`src/rtl/jdbg_pkg.sv`:
```
package jdbg_pkg;

   typedef enum logic [3:0] {
      TS_RESET, TS_IDLE,
      TS_DR_SEL, TS_DR_CAP, TS_DR_SHIFT, TS_DR_EXIT1, TS_DR_PAUSE, TS_DR_EXIT2, TS_DR_UPD,
      TS_IR_SEL, TS_IR_CAP, TS_IR_SHIFT, TS_IR_EXIT1, TS_IR_PAUSE, TS_IR_EXIT2, TS_IR_UPD
   } tap_state_e;

   localparam int IR_W = 5;

   localparam logic [IR_W-1:0] IR_IDCODE = 5'h01;
   localparam logic [IR_W-1:0] IR_CTRL   = 5'h10;
   localparam logic [IR_W-1:0] IR_ACCESS = 5'h11;
   localparam logic [IR_W-1:0] IR_BYPASS = 5'h1f;
   localparam logic [IR_W-1:0] IR_CAPVAL = 5'b00001;

   localparam logic [1:0] OP_NOP = 2'd0;
   localparam logic [1:0] OP_RD  = 2'd1;
   localparam logic [1:0] OP_WR  = 2'd2;

   localparam logic [1:0] ST_OK   = 2'd0;
   localparam logic [1:0] ST_FAIL = 2'd2;
   localparam logic [1:0] ST_BUSY = 2'd3;

   localparam int CTL_SOFT_BIT = 16;
   localparam int CTL_HARD_BIT = 17;

endpackage

```
`src/rtl/jdbg_tap.sv`:
```
module jdbg_tap
   import jdbg_pkg::*;
(
   input  logic       tck,
   input  logic       trst_n,
   input  logic       tms,
   output tap_state_e state
);

   tap_state_e nxt;

   always_comb begin
      unique case (state)
         TS_RESET:    nxt = tms ? TS_RESET    : TS_IDLE;
         TS_IDLE:     nxt = tms ? TS_DR_SEL   : TS_IDLE;
         TS_DR_SEL:   nxt = tms ? TS_IR_SEL   : TS_DR_CAP;
         TS_DR_CAP:   nxt = tms ? TS_DR_EXIT1 : TS_DR_SHIFT;
         TS_DR_SHIFT: nxt = tms ? TS_DR_EXIT1 : TS_DR_SHIFT;
         TS_DR_EXIT1: nxt = tms ? TS_DR_UPD   : TS_DR_PAUSE;
         TS_DR_PAUSE: nxt = tms ? TS_DR_EXIT2 : TS_DR_PAUSE;
         TS_DR_EXIT2: nxt = tms ? TS_DR_UPD   : TS_DR_SHIFT;
         TS_DR_UPD:   nxt = tms ? TS_DR_SEL   : TS_IDLE;
         TS_IR_SEL:   nxt = tms ? TS_RESET    : TS_IR_CAP;
         TS_IR_CAP:   nxt = tms ? TS_IR_EXIT1 : TS_IR_SHIFT;
         TS_IR_SHIFT: nxt = tms ? TS_IR_EXIT1 : TS_IR_SHIFT;
         TS_IR_EXIT1: nxt = tms ? TS_IR_UPD   : TS_IR_PAUSE;
         TS_IR_PAUSE: nxt = tms ? TS_IR_EXIT2 : TS_IR_PAUSE;
         TS_IR_EXIT2: nxt = tms ? TS_IR_UPD   : TS_IR_SHIFT;
         TS_IR_UPD:   nxt = tms ? TS_DR_SEL   : TS_IDLE;
         default:     nxt = TS_RESET;
      endcase
   end

   always_ff @(posedge tck or negedge trst_n) begin
      if (!trst_n) state <= TS_RESET;
      else         state <= nxt;
   end

endmodule

```
`src/rtl/jdbg_ir.sv`:
```
module jdbg_ir
   import jdbg_pkg::*;
(
   input  logic            tck,
   input  logic            trst_n,
   input  tap_state_e      state,
   input  logic            tdi,
   output logic [IR_W-1:0] ir,
   output logic            sh_lsb
);

   logic [IR_W-1:0] sh;

   always_ff @(posedge tck or negedge trst_n) begin
      if (!trst_n) begin
         ir <= IR_IDCODE;
         sh <= '0;
      end else begin
         unique case (state)
            TS_RESET:    ir <= IR_IDCODE;
            TS_IR_CAP:   sh <= IR_CAPVAL;
            TS_IR_SHIFT: sh <= {tdi, sh[IR_W-1:1]};
            TS_IR_UPD:   ir <= sh;
            default: ;
         endcase
      end
   end

   assign sh_lsb = sh[0];

endmodule

```
`src/rtl/jdbg_dmi.sv`:
```
module jdbg_dmi
   import jdbg_pkg::*;
#(
   parameter int ABITS = 7,
   localparam int DW   = ABITS + 34
)(
   input  logic             tck,
   input  logic             trst_n,
   input  logic             cap_acc,
   input  logic             upd_acc,
   input  logic             soft_clr,
   input  logic             hard_clr,
   input  logic [DW-1:0]    upd_word,
   output logic             req_valid,
   input  logic             req_ready,
   output logic [ABITS-1:0] req_addr,
   output logic [31:0]      req_data,
   output logic [1:0]       req_op,
   input  logic             rsp_valid,
   input  logic [31:0]      rsp_data,
   input  logic             rsp_err,
   output logic [1:0]       stat,
   output logic             pending,
   output logic [ABITS-1:0] last_addr,
   output logic [31:0]      last_data
);

   logic [1:0] op_in;
   logic       accept, rsp_done, early;

   assign op_in    = upd_word[1:0];
   assign accept   = upd_acc && (stat == ST_OK) && !pending && (op_in == OP_RD || op_in == OP_WR);
   assign rsp_done = pending && !req_valid && rsp_valid;
   assign early    = (cap_acc || upd_acc) && pending;

   always_ff @(posedge tck or negedge trst_n) begin
      if (!trst_n) begin
         req_valid <= 1'b0;
         req_addr  <= '0;
         req_data  <= '0;
         req_op    <= OP_NOP;
         pending   <= 1'b0;
         stat      <= ST_OK;
         last_addr <= '0;
         last_data <= '0;
      end else if (hard_clr) begin
         req_valid <= 1'b0;
         req_addr  <= '0;
         req_data  <= '0;
         req_op    <= OP_NOP;
         pending   <= 1'b0;
         stat      <= ST_OK;
         last_addr <= '0;
         last_data <= '0;
      end else begin
         if (req_valid && req_ready) req_valid <= 1'b0;
         if (accept) begin
            req_valid <= 1'b1;
            req_addr  <= upd_word[DW-1:34];
            req_data  <= upd_word[33:2];
            req_op    <= op_in;
            last_addr <= upd_word[DW-1:34];
            pending   <= 1'b1;
         end
         if (rsp_done) begin
            pending <= 1'b0;
            if (req_op == OP_RD) last_data <= rsp_data;
         end
         if (soft_clr)             stat <= ST_OK;
         else if (stat == ST_OK) begin
            if (early)                    stat <= ST_BUSY;
            else if (rsp_done && rsp_err) stat <= ST_FAIL;
         end
      end
   end

endmodule

```
`src/rtl/jdbg_transport.sv`:
```
module jdbg_transport
   import jdbg_pkg::*;
#(
   parameter int          ABITS      = 7,
   parameter logic [3:0]  ID_VERSION = 4'h1,
   parameter logic [15:0] ID_PART    = 16'h0000,
   parameter logic [10:0] ID_MANUF   = 11'h000,
   parameter int          IDLE_CYC   = 1,
   parameter bit          TDO_FALL   = 1'b0,
   localparam int         DW         = ABITS + 34,
   localparam int         LW         = $clog2(DW)
)(
   input  logic             tck,
   input  logic             trst_n,
   input  logic             tms,
   input  logic             tdi,
   output logic             tdo,
   output logic             req_valid,
   input  logic             req_ready,
   output logic [ABITS-1:0] req_addr,
   output logic [31:0]      req_data,
   output logic [1:0]       req_op,
   input  logic             rsp_valid,
   output logic             rsp_ready,
   input  logic [31:0]      rsp_data,
   input  logic             rsp_err
);

   if (ABITS < 1 || ABITS > 32) begin : g_bad_abits
      $error("ABITS must lie in 1..32");
   end
   if (IDLE_CYC < 0 || IDLE_CYC > 7) begin : g_bad_idle
      $error("IDLE_CYC must fit in three bits");
   end

   tap_state_e      tap_st;
   logic [IR_W-1:0] ir_q;
   logic            ir_lsb;
   logic [DW-1:0]   dr_sh, dr_nx, cap_word;
   logic [LW-1:0]   msb_idx;
   logic            cap_acc, upd_acc, upd_ctl, soft_clr, hard_clr;
   logic [1:0]      dmi_stat, cap_op;
   logic            dmi_pending;
   logic [ABITS-1:0] last_addr;
   logic [31:0]     last_data, id_word, ctl_word;
   logic            tdo_raw;

   jdbg_tap u_tap (.tck(tck), .trst_n(trst_n), .tms(tms), .state(tap_st));

   jdbg_ir u_ir (.tck(tck), .trst_n(trst_n), .state(tap_st), .tdi(tdi),
                 .ir(ir_q), .sh_lsb(ir_lsb));

   assign cap_acc  = (tap_st == TS_DR_CAP) && (ir_q == IR_ACCESS);
   assign upd_acc  = (tap_st == TS_DR_UPD) && (ir_q == IR_ACCESS);
   assign upd_ctl  = (tap_st == TS_DR_UPD) && (ir_q == IR_CTRL);
   assign soft_clr = upd_ctl && dr_sh[CTL_SOFT_BIT];
   assign hard_clr = upd_ctl && dr_sh[CTL_HARD_BIT];

   jdbg_dmi #(.ABITS(ABITS)) u_dmi (
      .tck(tck), .trst_n(trst_n), .cap_acc(cap_acc), .upd_acc(upd_acc),
      .soft_clr(soft_clr), .hard_clr(hard_clr), .upd_word(dr_sh),
      .req_valid(req_valid), .req_ready(req_ready), .req_addr(req_addr),
      .req_data(req_data), .req_op(req_op), .rsp_valid(rsp_valid),
      .rsp_data(rsp_data), .rsp_err(rsp_err), .stat(dmi_stat),
      .pending(dmi_pending), .last_addr(last_addr), .last_data(last_data));

   assign rsp_ready = 1'b1;

   assign id_word  = {ID_VERSION, ID_PART, ID_MANUF, 1'b1};
   assign ctl_word = {14'd0, 2'b00, 1'b0, 3'(IDLE_CYC), dmi_stat, 6'(ABITS), 4'd1};
   assign cap_op   = (dmi_pending && dmi_stat == ST_OK) ? ST_BUSY : dmi_stat;

   always_comb begin
      unique case (ir_q)
         IR_IDCODE: begin cap_word = {{(DW-32){1'b0}}, id_word};  msb_idx = LW'(31);     end
         IR_CTRL:   begin cap_word = {{(DW-32){1'b0}}, ctl_word}; msb_idx = LW'(31);     end
         IR_ACCESS: begin cap_word = {last_addr, last_data, cap_op}; msb_idx = LW'(DW-1); end
         default:   begin cap_word = '0;                          msb_idx = '0;          end
      endcase
   end

   always_comb begin
      dr_nx          = dr_sh >> 1;
      dr_nx[msb_idx] = tdi;
   end

   always_ff @(posedge tck or negedge trst_n) begin
      if (!trst_n)                     dr_sh <= '0;
      else if (tap_st == TS_DR_CAP)    dr_sh <= cap_word;
      else if (tap_st == TS_DR_SHIFT)  dr_sh <= dr_nx;
   end

   assign tdo_raw = (tap_st == TS_IR_SHIFT) ? ir_lsb : dr_sh[0];

   if (TDO_FALL) begin : g_tdo_fall
      logic tdo_q;
      always_ff @(negedge tck or negedge trst_n) begin
         if (!trst_n) tdo_q <= 1'b0;
         else         tdo_q <= tdo_raw;
      end
      assign tdo = tdo_q;
   end else begin : g_tdo_comb
      assign tdo = tdo_raw;
   end

endmodule

```
`config.mk`:
```
export PLATFORM = sky130hd
export DESIGN_NAME = jdbg_transport
export DESIGN_NICKNAME = d
export VERILOG_FILES = /design/src/rtl/jdbg_pkg.sv /design/src/rtl/jdbg_tap.sv /design/src/rtl/jdbg_ir.sv /design/src/rtl/jdbg_dmi.sv /design/src/rtl/jdbg_transport.sv
export SDC_FILE = /design/constraint.sdc
export NUM_CORES = 1
export LEC_CHECK = 0
export ABC_AREA = 1
export BUFFER_PORTS_ARGS = -buffer_cell sky130_fd_sc_hd__buf_2
export CORE_MARGIN = 2
export CORE_UTILIZATION = 58
export DETAILED_ROUTE_END_ITERATION = 10
export MAX_ROUTING_LAYER = met4
export PLACE_DENSITY = 0.85
export SKIP_LAST_GASP = 1
export SYNTH_ARGS = -nofsm -noshare
export SYNTH_HDL_FRONTEND = slang
export SYNTH_HIERARCHICAL = 1
export SYNTH_SLANG_ARGS = --single-unit
```
`constraint.sdc`:
```
create_clock -name tck -period 2.43 [get_ports tck]
set_input_delay 0.486 -clock tck [delete_from_list [all_inputs] [get_ports tck]]
set_output_delay 0.486 -clock tck [all_outputs]
set_load 0.05 [all_outputs]
```
# Word level (Yosys, flattened, before mapping)
# Cells that the tools add are included.
# W data, S select, Z words.
dict set report word_totals {
  register_bits 132
  word_cells 115
  output_inout_bits 44
  in_bits 39
}
dict set report op_classes {
  reduce_logical 37
  order_cmp 2
  muxes 44
  n_eq_ne 21
}
# operator n
set op_table {}
lappend op_table {{$mux W32} 5}
lappend op_table {{$pmux W41 S3} 1}
lappend op_table {{$mux W41} 2}
lappend op_table {{$pmux W4 S12} 1}
lappend op_table {{$bwmux W41} 1}
lappend op_table {{$eq A4 B4 Y1 const B} 8}
lappend op_table {{$mux W2} 11}
lappend op_table {{$pmux W5 S2} 2}
lappend op_table {{$eq A4 B3 Y1 const B} 4}
lappend op_table {{$mux W4} 4}
lappend op_table {{$logic_and A1 B1 Y1} 15}
lappend op_table {{$mux W7} 2}
lappend op_table {{$pmux W6 S2} 1}
lappend op_table {{$reduce_bool A2 Y1} 6}
lappend op_table {{$mux W1} 11}
lappend op_table {{$eq A5 B5 Y1 const B} 2}
lappend op_table {{$reduce_bool A3 Y1} 3}
lappend op_table {{$eq A4 B2 Y1 const B} 2}
lappend op_table {{$lt A6 B7 Y1 const B} 1}
lappend op_table {{$demux W1 S6} 1}
lappend op_table {{$ge A6 B1 Y1 const B} 1}
lappend op_table {{$mux W3} 2}
lappend op_table {{$reduce_or A2 Y1} 3}
lappend op_table {{$eq A5 B1 Y1 const B} 1}
lappend op_table {{other kinds (10)} 14}

# Longest topological paths before layout
dict set report logic_depth {
  depth_word 10
  mapped_depth 12
  depth_no_buf 10
}

# Hierarchy
# The synthesis kept the hierarchy.
# mod instances seq_area_each_um2 area_each_um2 cells_per_inst
set by_module_without_submodules {}
lappend by_module_without_submodules {jdbg_dmi 1 1926.8 3288.2 370}
lappend by_module_without_submodules {jdbg_transport 1 1026.0 2225.9 285}
lappend by_module_without_submodules {jdbg_ir 1 251.5 479.2 56}
lappend by_module_without_submodules {jdbg_tap 1 100.1 335.3 55}

# Least setup slack after synthesis
# OpenSTA, ideal clock, no wires.
dict set report synth_path {
  path_kind {flip-flop to flip-flop}
  startpoint {register u_tap.state[0]}
  endpoint {register u_dmi.req_op[1]}
  t_arrival_ns 1.930
  required_ns 2.310
  n_path_buf 2
  setup_slack_ns 0.379
  stages_incl_launch_ff 9
  period_less_slack_ns 2.051
  setup_ns 0.120
  cell_sequence {dfrtp_1 nor2_1 nand3_1 nor3b_1 inv_2 buf_2 buf_2 nand3_1 nand2_1}
}
dict set report synth_via {
  elab_cells_between_ends 9
  cone_classes {1 x eq/ne; 1 x mux; 7 x reduce/logical}
}
# item line_no
set synth_rtl {}
lappend synth_rtl {{start: declaration} jdbg_tap.sv:7} ;# output tap_state_e state
lappend synth_rtl {{start signal: assignment} jdbg_tap.sv:36} ;# else state <= nxt;
lappend synth_rtl {{$eq A4 B4 Y1 (*)} jdbg_transport.sv:55} ;# assign upd_ctl = (tap_st == TS_DR_UPD) && (ir_q == IR_CTRL);
lappend synth_rtl {{$logic_and A1 B1 Y1 (*)} jdbg_transport.sv:55}
lappend synth_rtl {{$logic_and A1 B1 Y1 (*)} jdbg_transport.sv:57} ;# assign hard_clr = upd_ctl && dr_sh[CTL_HARD_BIT];
lappend synth_rtl {{via hard_clr} jdbg_transport.sv:41} ;# logic cap_acc, upd_acc, upd_ctl, soft_clr, hard_clr;
lappend synth_rtl {{$mux W2 or $reduce_bool A2 Y1 (tied branches)} n/a}
lappend synth_rtl {{end signal: assignment} jdbg_dmi.sv:61} ;# req_op <= op_in;
lappend synth_rtl {{end: declaration} jdbg_dmi.sv:18} ;# output logic [1:0] req_op,
# Mark *: on every way through the listed nets, which the timed path passes. The rest lies on a longest branch.
# A chain may end at the register's enable or synchronous reset.

# Worst setup path after layout
dict set report layout_path {
  startpoint {register u_tap.state[0]}
  endpoint {output tdo}
}
dict set report layout_via {
  elab_chain_cells 2
}
# item line_no
set layout_rtl {}
lappend layout_rtl {{$eq A4 B4 Y1} jdbg_transport.sv:93} ;# assign tdo_raw = (tap_st == TS_IR_SHIFT) ? ir_lsb : dr_sh[0];
lappend layout_rtl {{$mux W1} jdbg_transport.sv:93}
lappend layout_rtl {{end: declaration} jdbg_transport.sv:17} ;# output logic tdo,
# Every way passes these cells.

==> results.sh <==
export IMPL_flip_flop_and_latch_area_um2=3310
export IMPL_dominant_combinational_cell_family_by_area_after_synthesis="simple AND/OR/NAND/NOR gates"
export IMPL_clockBufferDepth=2
export IMPL_post_synth_adder_cell_area=0
export IMPL_ir_worst_vdd_mv=0.622
export IMPL_cts_setup_buffers=0
export IMPL_insertedDiodeCount=0
export IMPL_crit_required_ns=1.94
export IMPL_layout_drive_gt1_share=0.199
export IMPL_avgSynthCellArea_um2=8.26
export IMPL_power_density_cell_area_nw_per_um2=1000
export IMPL_setup_viol=0
export IMPL_ys_warn_count=6
export IMPL_grt_pass1_vias=5318
export IMPL_groute_usage_overall=0.286
export IMPL_floorplan_io_pins=83
export IMPL_fillCellCount=865
export IMPL_finish_instance_area_um2=7360
export IMPL_synth_simple_gate_area_share=0.331
export IMPL_synthFlopType="sky130_fd_sc_hd__dfrtp_1"
export IMPL_cts_htree_levels=4
export IMPL_portBuffers=81
export IMPL_synth_largest_area_cell="sky130_fd_sc_hd__dfrtp_1"
export IMPL_critical_path_startpoint="u_tap/state[0]"
export IMPL_synth_enable_flop_cells=0
export IMPL_design_core_area_um2=10700
export IMPL_netlist_cell_type_count=37
export IMPL_post_synth_instance_area_um2=6330
export IMPL_fin_worst_skew_ns=0.00983
export IMPL_post_route_period_util=0.961
export IMPL_tritoncts_clock_tree="yes"
export IMPL_dpl_instance_area_um2=6730
export IMPL_drt_antenna_violating_nets=0
export IMPL_synthXorXnorAreaFrac=0
export IMPL_crit_path_max_fanout=11
export IMPL_drt_total_wl_um=15300
export IMPL_regToRegStartpoint="u_ir/ir[0]"
export IMPL_die_area_um2=11800
export IMPL_endpoint_kind="primary output"
export IMPL_cts_reportedPaths_clkPinSlew_ns=0.06
export IMPL_number_of_antenna_violations_at_the_first_check_in_global_routing=0
export IMPL_synth_compound_area_frac=0.0714
export IMPL_synth_net_count=805
export IMPL_final_hold_violation_count=0
export IMPL_wl_per_cell_um=15.5
export IMPL_rrSetupSlack_ns=0.29
export IMPL_timing_critical_path_arrival_ns=1.85
export IMPL_worstMarginPinSlew_ns=0.815
export IMPL_vias_per_cell=5.68
export IMPL_min_path_type="in2reg"
export IMPL_die_extent_in_x_um=108
export IMPL_cts_buffers=17
export IMPL_async_reset_ff_frac=1.00
export IMPL_vias=5585
export IMPL_remaining_drc_errors=0
export IMPL_global_route_wire_length_before_repair_um=25600
export IMPL_initial_core_util=0.589
export IMPL_initial_detailed_routing_violation_count=627
export IMPL_hpwlAfterDp_um=9210
export IMPL_layout_area_overhead_vs_synth_pct=16.3
export IMPL_r2r_end="u_dmi/last_data[7]"
export IMPL_leakage_power_nw=3.92
export IMPL_startpoint_type="flop"
export IMPL_routabilityCongestion=0.888
export IMPL_setup_tns_final_ns=0
export IMPL_timing_final_max_slew_violations=0
export IMPL_timing_fmax_ghz=0.428
export IMPL_status="finished clean"
export IMPL_multiInputGateArea_um2=2570
export IMPL_worst_setup_path_category="reg2out"
export IMPL_rr_worst_depth=7
export IMPL_period_needed_ns=2.33
export IMPL_synth_seq_cells=132
export IMPL_pin_count_of_the_biggest_net_entering_global_routing=121
export IMPL_floorplan_die_height_um=108
export IMPL_synth_most_common_cell="sky130_fd_sc_hd__nand2_1"
export IMPL_postSynthCellCount=766
export IMPL_post_synth_top_area_fraction=0.518
export IMPL_cts_sinks=132
export IMPL_std_cell_rows=38
export IMPL_endpoint="tdo"
export IMPL_slew_headroom=0.455
export IMPL_ctsRootBufferMaster="sky130_fd_sc_hd__clkbuf_8"
export IMPL_first_pass_iters=5
export IMPL_yosysSeqAreaShare=0.522
export IMPL_leading_cell_types_by_count_after_synthesis="sky130_fd_sc_hd__nand2_1 (230), sky130_fd_sc_hd__nand3_1 (138), sky130_fd_sc_hd__dfrtp_1 (131)"
export IMPL_muxShareOfSynthArea=0.00178
export IMPL_setup_repair_after_global_routing_missed_its_margin="false"
export IMPL_globalRouteOverflowTotal=0
export IMPL_synthTopCellsByArea="sky130_fd_sc_hd__dfrtp_1 (52%), sky130_fd_sc_hd__nand2_1 (14%), sky130_fd_sc_hd__nand3_1 (11%), sky130_fd_sc_hd__a21oi_1 (5.1%), sky130_fd_sc_hd__nor2_1 (3.4%)"
export IMPL_num_nets_final=870
export IMPL_clock_insertion_delay_worst_skew_ns=0.52
export IMPL_drv_max_cap_violation_count=0
per-layer routing:
| metal | track usage | routed length (um) | part of all wire | vias up |
|---|---|---|---|---|
| met4 | 0.114 | 401 | 0.026 | 0 |
| li1 | - | - | - | 2639 |
| met5 | - | 0 | 0 | - |
| met2 | 0.432 | 7280 | 0.48 | 247 |
| met3 | 0.0518 | 1050 | 0.069 | 37 |
| met1 | 0.385 | 6560 | 0.43 | 2662 |
state kept, by name (all words and copies together), names as in the netlist:
signal           flops
u_dmi/req_valid      1
u_dmi/last_data     32
dr_sh               41
u_dmi/stat           2
u_ir/ir              5
u_ir/sh              5
u_dmi/pending        1
u_dmi/last_addr      7
u_tap/state          4
u_dmi/req_data      32
u_dmi/req_op         2
power breakdown:
part	switching (mW)	internal [mW]
Sequential	0.433	2.61
Clock	1.03	1.62
Combinational	1.11	0.570
Total	2.58	4.80
cells by family after synthesis:
kind of cell | after synthesis
flip-flops | 132
buffers and inverters | 83
AO/OA/AOI/OAI | 87
AND/OR/NAND/NOR | 462
other | 1
multiplexers | 1
cells in the final DEF (no fill, tap or decap), types with 3 or more instances in the layout:
master	netlist	final
sky130_fd_sc_hd__clkbuf_16	0	16
sky130_fd_sc_hd__inv_1	21	21
sky130_fd_sc_hd__a21oi_1	65	65
sky130_fd_sc_hd__nand4_1	6	6
sky130_fd_sc_hd__inv_2	10	9
sky130_fd_sc_hd__clkinv_4	0	4
sky130_fd_sc_hd__nand2_2	5	6
sky130_fd_sc_hd__dfrtp_1	131	129
sky130_fd_sc_hd__inv_6	0	4
sky130_fd_sc_hd__buf_2	15	80
sky130_fd_sc_hd__buf_12	0	3
sky130_fd_sc_hd__bufinv_16	0	3
sky130_fd_sc_hd__o21ai_1	6	6
sky130_fd_sc_hd__nand2_1	230	229
sky130_fd_sc_hd__nand3_1	138	138
sky130_fd_sc_hd__o21ai_0	8	8
sky130_fd_sc_hd__buf_4	16	13
sky130_fd_sc_hd__nor2_1	57	57
sky130_fd_sc_hd__nor2_4	5	5
sky130_fd_sc_hd__nor2_2	6	6
final cells by class:
| cell class | instances | area share |
|---|---|---|
| Clock buffer | 18 | 0.0582 |
| Sequential cell | 132 | 0.449 |
| Clock inverter | 14 | 0.0258 |
| Timing Repair Buffer | 97 | 0.0772 |
| Multi-Input combinational cell | 551 | 0.349 |
| Tap cell | 140 | 0.0238 |
| Inverter | 32 | 0.0168 |
stage by stage:
| step | instances | power, mW | utilization | hold slack, ns | setup slack, ns |
|---|---|---|---|---|---|
| 3_5_place_dp | 951 | 4.68 | 0.626 | 0.346 | 0.360 |
| 3_3_place_gp | 951 | 4.62 | 0.626 | 0.346 | 0.403 |
| 6_report | 984 | 7.38 | 0.685 | 0.156 | 0.0959 |
| 5_1_grt | 984 | 7.78 | 0.685 | 0.157 | 0.0276 |
| 4_1_cts | 984 | 7.37 | 0.685 | 0.151 | 0.0425 |
| 2_1_floorplan | 766 | 4.29 | - | 0.190 | 0.379 |
how the worst min path moves through the flow:
stage                       from                  end  cells past startpoint
floorplan                 trst_n             dr_sh[0]                      0
global placement          trst_n    u_dmi/req_data[2]                      1
detailed placement        trst_n    u_dmi/req_data[4]                      1
CTS                 rsp_data[20]  u_dmi/last_data[20]                      3
global route        rsp_data[16]  u_dmi/last_data[16]                      3
finish              rsp_data[20]  u_dmi/last_data[20]                      3
what timing repair did:
action | CTS | global route
endpoints found under the hold margin | 12 | 0
hold buffers | 1 | 0
gates resized for setup | 2 | 1
gates cloned | 0 | 0
setup endpoints to repair | 1 | 1
worst max-delay path, stage by stage, from the launching register on:
cell,delay [ns]
sky130_fd_sc_hd__dfrtp_2,0.50
sky130_fd_sc_hd__nand2_2,0.13
sky130_fd_sc_hd__inv_2,0.06
sky130_fd_sc_hd__nand3_1,0.07
sky130_fd_sc_hd__mux2_2,0.34
sky130_fd_sc_hd__buf_2,0.21
No activity file was read; power rests on OpenSTA's default activity.
